[config.mk]
export PLATFORM = sky130hd
export DESIGN_NAME = montmul_serial
export DESIGN_NICKNAME = d
export VERILOG_FILES = /design/src/rtl/mm_pkg.sv /design/src/rtl/mm_stage.sv /design/src/rtl/mm_chain.sv /design/src/rtl/mm_ctrl.sv /design/src/rtl/montmul_serial.sv
export SDC_FILE = /design/constraint.sdc
export NUM_CORES = 1
export LEC_CHECK = 0
export BUFFER_PORTS_ARGS = -buffer_cell sky130_fd_sc_hd__buf_2
export CELL_PAD_IN_SITES_DETAIL_PLACEMENT = 1
export CELL_PAD_IN_SITES_GLOBAL_PLACEMENT = 1
export CORE_MARGIN = 3
export CORE_UTILIZATION = 45
export CTS_CLUSTER_DIAMETER = 50
export DETAILED_ROUTE_END_ITERATION = 10
export PLACE_DENSITY_LB_ADDON = 0.1
export SETUP_SLACK_MARGIN = 0.15
export SYNTH_ARGS = -nofsm -noshare
export SYNTH_HDL_FRONTEND = slang
export SYNTH_SLANG_ARGS = --single-unit
[constraint.sdc]
create_clock -name clk -period 13.3 [get_ports clk]
set_input_delay 3.325 -clock clk [delete_from_list [all_inputs] [get_ports clk]]
set_output_delay 3.325 -clock clk [all_outputs]
set_load 0.01 [all_outputs]
[src/rtl/mm_pkg.sv]
`timescale 1ns/1ps
package mm_pkg;

    typedef enum logic [1:0] {
        SEG_NONE = 2'b00,
        SEG_LOW  = 2'b01,
        SEG_HIGH = 2'b10,
        SEG_ALL  = 2'b11
    } seg_sel_e;

    typedef enum logic [2:0] {
        ST_IDLE,
        ST_QBIT,
        ST_ADD,
        ST_FIN,
        ST_DRAIN
    } mm_state_e;

endpackage

[src/rtl/mm_stage.sv]
`timescale 1ns/1ps
// One accumulator slice of the serial Montgomery chain.
module mm_stage #(
    parameter int STAGE_W = 4
) (
    input  logic               clk,
    input  logic               rst,
    input  logic               clr,
    input  logic               en,
    input  logic [STAGE_W-1:0] y_sl,
    input  logic [STAGE_W-1:0] m_sl,
    input  logic               xi,
    input  logic               q,
    input  logic [1:0]         cin,
    input  logic               sh_in,
    output logic [STAGE_W-1:0] acc_o,
    output logic [1:0]         cout,
    output logic               sum_lsb
);
    localparam int SUM_W = STAGE_W + 2;

    logic [STAGE_W-1:0] acc_d, acc_q;
    logic [SUM_W-1:0]   sum;
    logic [STAGE_W:0]   shifted;

    always_comb begin
        sum = SUM_W'(acc_q)
            + (xi ? SUM_W'(y_sl) : '0)
            + (q  ? SUM_W'(m_sl) : '0)
            + SUM_W'(cin);
        shifted = {sh_in, sum[STAGE_W-1:0]};
        acc_d   = acc_q;
        if (clr) begin
            acc_d = '0;
        end else if (en) begin
            acc_d = shifted[STAGE_W:1];
        end
    end

    always_ff @(posedge clk) begin
        if (rst) begin
            acc_q <= '0;
        end else begin
            acc_q <= acc_d;
        end
    end

    assign acc_o   = acc_q;
    assign cout    = sum[SUM_W-1:STAGE_W];
    assign sum_lsb = sum[0];
endmodule

[src/rtl/mm_chain.sv]
`timescale 1ns/1ps
// Partitionable slice chain: reduction-bit register, slices, top extension.
module mm_chain
    import mm_pkg::*;
#(
    parameter int STAGE_W      = 4,
    parameter int NUM_STAGES   = 6,
    parameter int LOWER_STAGES = 2
) (
    input  logic                          clk,
    input  logic                          rst,
    input  logic                          clr,
    input  logic                          q_phase,
    input  logic                          add_phase,
    input  logic [1:0]                    seg,
    input  logic                          xi,
    input  logic [STAGE_W*NUM_STAGES-1:0] y_al,
    input  logic [STAGE_W*NUM_STAGES-1:0] m_al,
    output logic [STAGE_W*NUM_STAGES-1:0] acc,
    output logic [1:0]                    ext
);
    localparam int W_MAX   = STAGE_W * NUM_STAGES;
    localparam int LOWER_W = STAGE_W * LOWER_STAGES;

    logic                         q_d, q_q;
    logic [1:0]                   ext_d, ext_q;
    logic [NUM_STAGES-1:0][1:0]   cout;
    logic [NUM_STAGES-1:0]        lsb_v;
    logic [1:0]                   top_cout;
    logic [2:0]                   top_sum;
    logic                         base_acc, base_y;

    // Slice index of the segment's lowest and highest slice.
    always_comb begin
        top_cout = (seg == SEG_LOW) ? cout[LOWER_STAGES-1] : cout[NUM_STAGES-1];
        top_sum  = 3'(ext_q) + 3'(top_cout);
        base_acc = (seg == SEG_HIGH) ? acc[LOWER_W]  : acc[0];
        base_y   = (seg == SEG_HIGH) ? y_al[LOWER_W] : y_al[0];
    end

    always_comb begin
        q_d   = q_q;
        ext_d = ext_q;
        if (clr) begin
            q_d   = 1'b0;
            ext_d = '0;
        end else if (q_phase) begin
            q_d = base_acc ^ (xi & base_y);
        end else if (add_phase) begin
            ext_d = top_sum[2:1];
        end
    end

    always_ff @(posedge clk) begin
        if (rst) begin
            q_q   <= 1'b0;
            ext_q <= '0;
        end else begin
            q_q   <= q_d;
            ext_q <= ext_d;
        end
    end

    for (genvar k = 0; k < NUM_STAGES; k++) begin : g_slice
        logic       active, is_base, is_top, sh_in;
        logic [1:0] cin;

        always_comb begin
            case (seg)
                SEG_LOW:  active = (k < LOWER_STAGES);
                SEG_HIGH: active = (k >= LOWER_STAGES);
                SEG_ALL:  active = 1'b1;
                default:  active = 1'b0;
            endcase
            is_base = (seg == SEG_HIGH) ? (k == LOWER_STAGES) : (k == 0);
            is_top  = (seg == SEG_LOW) ? (k == LOWER_STAGES - 1) : (k == NUM_STAGES - 1);
        end

        if (k == 0) begin : g_first
            assign cin = 2'b00;
        end else begin : g_rest
            assign cin = is_base ? 2'b00 : cout[k-1];
        end

        if (k == NUM_STAGES - 1) begin : g_last
            assign sh_in = top_sum[0];
        end else begin : g_mid
            assign sh_in = is_top ? top_sum[0] : lsb_v[k+1];
        end

        mm_stage #(.STAGE_W(STAGE_W)) u_stage (
            .clk     (clk),
            .rst     (rst),
            .clr     (clr),
            .en      (add_phase & active),
            .y_sl    (y_al[k*STAGE_W +: STAGE_W]),
            .m_sl    (m_al[k*STAGE_W +: STAGE_W]),
            .xi      (xi),
            .q       (q_q),
            .cin     (cin),
            .sh_in   (sh_in),
            .acc_o   (acc[k*STAGE_W +: STAGE_W]),
            .cout    (cout[k]),
            .sum_lsb (lsb_v[k])
        );
    end

    assign ext = ext_q;

    logic unused_lsb;
    assign unused_lsb = lsb_v[0];
endmodule

[src/rtl/mm_ctrl.sv]
`timescale 1ns/1ps
// Sequencer: two cycles per operand bit, one final cycle, drain to fixed latency.
module mm_ctrl
    import mm_pkg::*;
#(
    parameter int STAGE_W      = 4,
    parameter int NUM_STAGES   = 6,
    parameter int LOWER_STAGES = 2
) (
    input  logic       clk,
    input  logic       rst,
    input  logic       start,
    input  logic [1:0] part_sel,
    output logic       load,
    output logic [1:0] seg,
    output logic       q_phase,
    output logic       add_phase,
    output logic       fin_phase,
    output logic       ready
);
    localparam int W_MAX   = STAGE_W * NUM_STAGES;
    localparam int LOWER_W = STAGE_W * LOWER_STAGES;
    localparam int UPPER_W = W_MAX - LOWER_W;
    localparam int BIT_W   = $clog2(W_MAX + 1);
    localparam int CNT_W   = $clog2(NUM_STAGES + 2 * W_MAX + 1);

    function automatic int seg_width(logic [1:0] s);
        case (s)
            SEG_LOW:  return LOWER_W;
            SEG_HIGH: return UPPER_W;
            default:  return W_MAX;
        endcase
    endfunction

    typedef struct packed {
        mm_state_e        state;
        logic [1:0]       seg;
        logic [BIT_W-1:0] bitcnt;
        logic [CNT_W-1:0] cyc;
        logic             ready;
    } ctrl_t;

    ctrl_t            s_d, s_q;
    logic             accept;
    logic [CNT_W-1:0] lat;
    logic [BIT_W-1:0] last_bit;

    always_comb begin
        accept   = start && (s_q.state == ST_IDLE) && (part_sel != SEG_NONE);
        lat      = CNT_W'(NUM_STAGES + 2 * (seg_width(s_q.seg) - 1));
        last_bit = BIT_W'(seg_width(s_q.seg) - 1);
        s_d      = s_q;
        case (s_q.state)
            ST_IDLE: begin
                if (accept) begin
                    s_d.state  = ST_QBIT;
                    s_d.seg    = part_sel;
                    s_d.bitcnt = '0;
                    s_d.cyc    = CNT_W'(1);
                    s_d.ready  = 1'b0;
                end
            end
            ST_QBIT: begin
                s_d.state = ST_ADD;
                s_d.cyc   = s_q.cyc + 1'b1;
            end
            ST_ADD: begin
                s_d.cyc = s_q.cyc + 1'b1;
                if (s_q.bitcnt == last_bit) begin
                    s_d.state = ST_FIN;
                end else begin
                    s_d.bitcnt = s_q.bitcnt + 1'b1;
                    s_d.state  = ST_QBIT;
                end
            end
            ST_FIN, ST_DRAIN: begin
                if (s_q.cyc == lat) begin
                    s_d.state = ST_IDLE;
                    s_d.ready = 1'b1;
                end else begin
                    s_d.state = ST_DRAIN;
                    s_d.cyc   = s_q.cyc + 1'b1;
                end
            end
            default: s_d.state = ST_IDLE;
        endcase
    end

    always_ff @(posedge clk) begin
        if (rst) begin
            s_q <= '{state: ST_IDLE, seg: 2'b00, bitcnt: '0, cyc: '0, ready: 1'b0};
        end else begin
            s_q <= s_d;
        end
    end

    assign load      = accept;
    assign seg       = s_q.seg;
    assign q_phase   = (s_q.state == ST_QBIT);
    assign add_phase = (s_q.state == ST_ADD);
    assign fin_phase = (s_q.state == ST_FIN);
    assign ready     = s_q.ready;
endmodule

[src/rtl/montmul_serial.sv]
`timescale 1ns/1ps
module montmul_serial
    import mm_pkg::*;
#(
    parameter int STAGE_W      = 4,
    parameter int NUM_STAGES   = 6,
    parameter int LOWER_STAGES = 2
) (
    input  logic                          clk,
    input  logic                          rst,
    input  logic                          start,
    input  logic [1:0]                    part_sel,
    input  logic [STAGE_W*NUM_STAGES-1:0] x_in,
    input  logic [STAGE_W*NUM_STAGES-1:0] y_in,
    input  logic [STAGE_W*NUM_STAGES-1:0] m_in,
    output logic [STAGE_W*NUM_STAGES-1:0] result,
    output logic                          ready
);
    localparam int W_MAX   = STAGE_W * NUM_STAGES;
    localparam int LOWER_W = STAGE_W * LOWER_STAGES;
    localparam int UPPER_W = W_MAX - LOWER_W;
    localparam int EXT_W   = W_MAX + 2;

    typedef struct packed {
        logic [W_MAX-1:0] x_sh;
        logic [W_MAX-1:0] y_al;
        logic [W_MAX-1:0] m_al;
        logic [W_MAX-1:0] m_eff;
        logic [W_MAX-1:0] res;
    } data_t;

    data_t            r_d, r_q;
    logic             load, q_phase, add_phase, fin_phase;
    logic [1:0]       seg;
    logic [W_MAX-1:0] acc;
    logic [1:0]       ext;

    function automatic logic [W_MAX-1:0] width_mask(logic [1:0] s);
        case (s)
            SEG_LOW:  return W_MAX'((64'd1 << LOWER_W) - 64'd1);
            SEG_HIGH: return W_MAX'((64'd1 << UPPER_W) - 64'd1);
            default:  return '1;
        endcase
    endfunction

    mm_ctrl #(
        .STAGE_W(STAGE_W), .NUM_STAGES(NUM_STAGES), .LOWER_STAGES(LOWER_STAGES)
    ) u_ctrl (
        .clk       (clk),
        .rst       (rst),
        .start     (start),
        .part_sel  (part_sel),
        .load      (load),
        .seg       (seg),
        .q_phase   (q_phase),
        .add_phase (add_phase),
        .fin_phase (fin_phase),
        .ready     (ready)
    );

    mm_chain #(
        .STAGE_W(STAGE_W), .NUM_STAGES(NUM_STAGES), .LOWER_STAGES(LOWER_STAGES)
    ) u_chain (
        .clk       (clk),
        .rst       (rst),
        .clr       (load),
        .q_phase   (q_phase),
        .add_phase (add_phase),
        .seg       (seg),
        .xi        (r_q.x_sh[0]),
        .y_al      (r_q.y_al),
        .m_al      (r_q.m_al),
        .acc       (acc),
        .ext       (ext)
    );

    logic [W_MAX-1:0] mask_in;
    logic [EXT_W-1:0] full_val;
    logic [EXT_W-1:0] mod_ext;

    always_comb begin
        mask_in = width_mask(part_sel);
        case (seg)
            SEG_LOW:  full_val = EXT_W'(acc[LOWER_W-1:0]) | (EXT_W'(ext) << LOWER_W);
            SEG_HIGH: full_val = EXT_W'(acc >> LOWER_W)   | (EXT_W'(ext) << UPPER_W);
            default:  full_val = {ext, acc};
        endcase
        mod_ext = EXT_W'(r_q.m_eff);

        r_d = r_q;
        if (load) begin
            r_d.x_sh  = x_in & mask_in;
            r_d.m_eff = m_in & mask_in;
            if (part_sel == SEG_HIGH) begin
                r_d.y_al = (y_in & mask_in) << LOWER_W;
                r_d.m_al = (m_in & mask_in) << LOWER_W;
            end else begin
                r_d.y_al = y_in & mask_in;
                r_d.m_al = m_in & mask_in;
            end
        end else if (add_phase) begin
            r_d.x_sh = r_q.x_sh >> 1;
        end else if (fin_phase) begin
            r_d.res = (full_val >= mod_ext) ? W_MAX'(full_val - mod_ext) : W_MAX'(full_val);
        end
    end

    always_ff @(posedge clk) begin
        if (rst) begin
            r_q <= '0;
        end else begin
            r_q <= r_d;
        end
    end

    assign result = r_q.res;
endmodule

-- Word-level counts from Yosys, hierarchy flattened
Index checks and enable logic that the tools add are counted.
- bits in registers: 164
- output and inout port bits: 25
- word-level logic and storage cells: 126
- add/subtract/negate cells: 23
- magnitude comparators: 1
- equality and inequality tests: 15
- muxes and demuxes: 38
- bitwise gates (word level): 12
- reductions and logical operators: 19
- operators with widths (cell ; count):
    AND 24 bit ; 3
    two-way mux 24 bit ; 3
    one-hot mux 26 bit (2 select lines) ; 1
    two-way mux 4 bit ; 12
    two-way mux 48 bit ; 1
    one-hot mux 24 bit (2 select lines) ; 1
    adder 4 x 6 -> 6 bit ; 6
    adder 6 x 4 -> 6 bit ; 6
    adder 6 x 2 -> 6 bit ; 5
    >= comparator 26 x 24 -> 1 bit ; 1
    subtractor 24 bit ; 1
    one-hot mux 5 bit (2 select lines) ; 2
    OR 16 x 18 -> 18 bit ; 1
    one-hot mux 6 bit (3 select lines) ; 1
    two-way mux 17 bit ; 1
    one-hot mux 3 bit (4 select lines) ; 1
    AND reduction 3 bit ; 4
    OR 8 x 10 -> 10 bit ; 1
    OR reduction 2 bit ; 5
    two-way mux 1 bit ; 8
    nonzero test 2 bit ; 4
    adder 4 x 6 -> 6 bit (first input constant) ; 1
    adder 6 x 1 -> 6 bit (second input constant) ; 1
    == test 2 bit (second input constant) ; 3
    23 further kinds ; 35

-- Logic depth before layout (Yosys ltp)
- word-level depth: 12
- depth in mapped cells: 51
- mapped depth without buffers: 50

-- Modules after synthesis
A second synthesis with hierarchy kept.
- cell total of the unflattened synthesis: 1332
- area total of the unflattened synthesis: 11373.4 µm²
- by module, submodules not included (module ; instances ; cells each ; area an instance (µm²) ; sequential area each (µm²)):
    montmul_serial ; 1 ; 820 ; 6681.4 ; 2402.3
    mm_stage ; 6 ; 60 ; 558.0 ; 80.1
    mm_ctrl ; 1 ; 124 ; 1067.3 ; 340.3
    mm_chain ; 1 ; 28 ; 276.5 ; 60.1

-- Worst setup path before layout
Ideal clock, no wire load.
- kind: register to register
- start point: register u_chain.q_q
- end point: register u_chain.ext_q[0] (netlist: u_chain.ext[0])
- library setup time: 0.070 ns
- arrival time: 9.488 ns
- required time: 13.230 ns
- path slack: 3.742 ns
- stages on the path, launching flop included: 51
- clock period less this slack: 9.558 ns
- cell sequence: dfxtp_1 > clkbuf_1 > nand2_1 > fa_1 > inv_1 > ha_1 > fa_1 > a21o_1 > nand2_1 > fa_1 > inv_1 > ha_1 > inv_1 > fa_1 > inv_1 > a21o_1 > a21oi_1 > nor2_1 > (+15 left out) > fa_1 > inv_1 > ha_1 > inv_1 > fa_1 > inv_1 > a21o_1 > a21oi_1 > fa_1 > inv_1 > ha_1 > fa_1 > a21o_1 > a211oi_1 > a21oi_1 > fa_1 > nand2_1 > a21oi_1
- longest elaborated chain between the ends: 10
- elaborated cells on any way between the ends: 20
- those cells by class: add/sub: 12; mux: 8
- RTL lines (item ; RTL line ; source):
    start, declared ; mm_chain.sv:25 ; logic q_d, q_q;
    start signal, assigned ; mm_chain.sv:59 ; q_q <= q_d;
    two-way mux 4 bit ; mm_stage.sv:29 ; + (q ? SUM_W'(m_sl) : '0)
    adder 6 x 4 -> 6 bit ; mm_stage.sv:29 ;
    adder 6 x 2 -> 6 bit ; mm_stage.sv:30 ; + SUM_W'(cin);
    two-way mux 2 bit ; mm_chain.sv:82 ; assign cin = is_base ? 2'b00 : cout[k-1];
    adder 6 x 2 -> 6 bit (4 in a row) ; mm_stage.sv:30 ;
    two-way mux 2 bit (*) ; mm_chain.sv:35 ; top_cout = (seg == SEG_LOW) ? cout[LOWER_STAGES-1] : cout[NUM_STAGES-1];
    adder 2 x 2 -> 3 bit (*) ; mm_chain.sv:36 ; top_sum = 3'(ext_q) + 3'(top_cout);
    net u_chain.top_sum[1] ; mm_chain.sv:30 ; logic [2:0] top_sum;
    end signal, assigned ; mm_chain.sv:60 ; ext_q <= ext_d;
    end, declared ; mm_chain.sv:26 ; logic [1:0] ext_d, ext_q;
Mark *: on every way through the listed nets, which the timed path passes. The rest lies on a longest branch.
A chain may end at the register's enable or synchronous reset.

-- Worst setup path in the final report
Same ends and word-level chain as after synthesis.

==> impl_metrics.py <==
metrics = {
    "placed_design": {
        "placed_area_um2": 11000,
        "routabilityCongestion": 0.902,
        "dp_hpwl_um": 24900,
        "placedCellCount": 1630,
        "port_buffers": 101,
    },
    "critical_path": {
        "critPathKind": "reg -> reg",
        "cp-start-kind": "register",
        "r2r_cells": 49,
        "required_ns": 13.64,
        "timing.rr.end": "u_chain.ext[0]",
        "startpoint": "u_chain.q_q",
        "rr_startpoint": "u_chain.q_q",
        "slowest_stage": "dfxtp_1",
        "cpPeakStageDelay_ns": 0.94,
        "r2r_slack_ns": 2.46,
        "cp.arrival_ns": 11.18,
        "cp_max_fo": 25,
        "endpoint_kind": "register",
    },
    "power": {
        "p_sw_uw": 419,
        "power_frac_seq_pct": 40.7,
        "pwr-share-clk_pct": 39.6,
        "p_per_area_nw_per_um2": 112,
        "p_leak_uw": 0.00502,
        "switching_share_pct": 32.2,
        "p_int_uw": 882,
        "pwr-share-comb_pct": 19.7,
        "power_uw": 1300,
        "vdd_ir_drop_max_v": 0.0000710,
    },
    "timing": {
        "max_freq_ghz": 0.0922,
        "hold_viol": 0,
        "worst_pin_slew_ns": 1.14,
        "drv_slew": 0,
        "period_needed_ns": 10.84,
        "period_share_pct": 81.5,
        "fin_tns_setup_ns": 0,
        "maxSlewHeadroom_pct": 23.4,
        "fin_worst_skew_ns": 0.0130,
        "rsz0062_at_grt": "false",
        "setup_viol": 0,
    },
    "yosys": {
        "synthesis.instances": 1299,
        "yosysTopAreaCellShare_pct": 31.1,
        "synth_edf_count": 0,
        "syn_nets": 1487,
        "synth_area_per_cell_um2": 8.12,
        "synth_top_area_cell": "dfxtp_1",
        "synth_top_flop_cell": "dfxtp_1",
        "yosysWarnings": 0,
        "ys_ff_latch": 164,
        "synthArstFlopShare_pct": 0,
        "syn-cell-area_um2": 10500,
        "synth_area_leaders": "dfxtp_1 31%, ha_1 8.9%, nand2_1 7.3%",
        "ys_seq_area_share_pct": 31.1,
        "synth.distinct_cells": 70,
    },
    "routing": {
        "drc": 0,
        "dr.pass1.iters": 5,
        "via_per_inst": 5.62,
        "drt_iter0_drc": 567,
        "vias": 9347,
        "postRouteAntennaNets": 0,
        "wire_per_inst_um": 19.8,
        "routed_wirelength_um": 33000,
    },
    "cts": {
        "tritoncts": "yes",
        "ctsHoldBuffers": 0,
        "clock_latency_ns": 0.43,
        "cts_buffer_depth": 2,
        "cts_resized": 0,
        "cts.sinks": 164,
        "cts_root_buf": "clkbuf_16",
        "cts-buffers-inserted": 17,
        "htree_levels": 4,
        "post-cts-setup-buffer-count": 0,
        "clk_pin_slew_ns": 0.08,
    },
    "job": {
        "drv_cap": 0,
    },
    "layout": {
        "final_common_cell": "nand2_1",
        "syn_to_final_growth_pct": 10.5,
        "multi_input_area_um2": 6400,
        "drive_gt1_share_pct": 12.2,
        "regArea_um2": 3280,
        "fillers": 2839,
        "final_cell_mix": "205 x nand2_1, 164 x dfxtp_1, 115 x nor2_1",
        "antenna_cells": 0,
        "final_area_um2": 11700,
        "stdcell_count": 1662,
        "nets": 1524,
    },
    "global_routing": {
        "grt_max_degree": 70,
        "grt_overflow": 0,
        "grt_pass1_vias": 9818,
        "antenna_found_initial": 0,
        "grt_use_total_pct": 26.1,
        "grt_pass1_wl_um": 53100,
    },
    "min_path": {
        "whs_path_depth": 2,
        "hold_path_class": "reg -> reg",
        "worstHoldEndpoint": "result[2]",
        "min-delay-start": "result[2]",
    },
    "floorplanning": {
        "dieArea_um2": 25300,
        "ios": 102,
        "die_x_um": 159,
        "initial_core_util_pct": 46.2,
        "coreArea_um2": 22800,
        "placementRows": 55,
        "die_h_um": 159,
    },
    "status": {
        "status": "completed",
    },
}
## registers in the layout, summed over array words and instances, names as in the netlist
signal,flops
result,24
u_ctrl.seg,2
u_chain.ext,2
u_ctrl.s_q,14
mod_ext,24
u_chain.q_q,1
u_chain.g_slice.u_stage.acc_o,24
r_q,72
u_ctrl.ready,1
## cells by family after synthesis
| kind of cell | Yosys count | synth area share, % |
|---|---|---|
| mux | 17 | 1.63 |
| flops | 164 | 31.1 |
| buf+inv | 195 | 8.39 |
| fa+ha+maj | 111 | 15.7 |
| xor+xnor | 44 | 3.65 |
| compound gates | 317 | 20.2 |
| simple gates | 451 | 19.2 |
## synthesized netlist by cell type (all sizes together), types with 5 or more instances
cell	n
nand2	208
dfxtp	164
nor2	115
a21oi	101
inv	100
ha	75
clkbuf	62
o21ai	41
a211oi	39
fa	36
buf	31
and2	26
nor3	26
a22o	25
xnor2	25
a21o	24
nor3b	21
nand3	20
xor2	19
a311oi	18
mux2i	16
a31oi	15
o211ai	13
a22oi	10
a32oi	8
nand4	7
and3	5
## stage by stage
step           hold slack [ns]  util [%]  setup slack [ns]
6_report                 0.449      51.0              2.46
5_1_grt                  0.477      51.0              1.87
4_1_cts                  0.459      51.0              2.41
3_5_place_dp             0.440      48.4              2.58
3_3_place_gp             0.432      48.4              2.96
2_1_floorplan            0.426         -              3.74
## final cells by class
class,instances,share of cell area [%]
Timing Repair Buffer,113,5.13
Sequential cell,164,28.2
Clock buffer,17,3.65
Clock inverter,15,1.59
Inverter,100,3.22
Multi-Input combinational cell,940,54.9
Tap cell,313,3.36
## critical path: cells and delay by family (launching register included)
kind / cells / cell delay, ns
buffers and inverters: 13 / 0.88
flip-flops: 1 / 0.94
AND/OR/NAND/NOR: 4 / 0.45
adder cells (fa/ha/maj): 19 / 6.74
AO/OA/AOI/OAI: 13 / 1.74
## power groups by stage
stage               Sequential [uW]  Clock (uW)  Combinational (uW)
floorplan                       535           0                 190
CTS                             529         523                 256
finish                          529         516                 256
global placement                540           0                 250
global route                    532         546                 283
detailed placement              540           0                 254
## metal layers
metal / GRT usage, % / wire [um]
met4: 7.88 / 722
met1: 34.0 / 14900
met2: 44.6 / 15800
met5: 0 / 0
met3: 4.32 / 1590
## how the worst max path moves through the flow
stage	endpoint	slack [ns]
2_1_floorplan	u_chain.ext[0]	3.74
3_3_place_gp	u_chain.ext[0]	2.96
3_5_place_dp	u_chain.ext[0]	2.58
4_1_cts	u_chain.ext[0]	2.41
5_1_grt	u_chain.ext[0]	1.87
6_report	u_chain.ext[0]	2.46
Power figures use the tool's default switching activity.
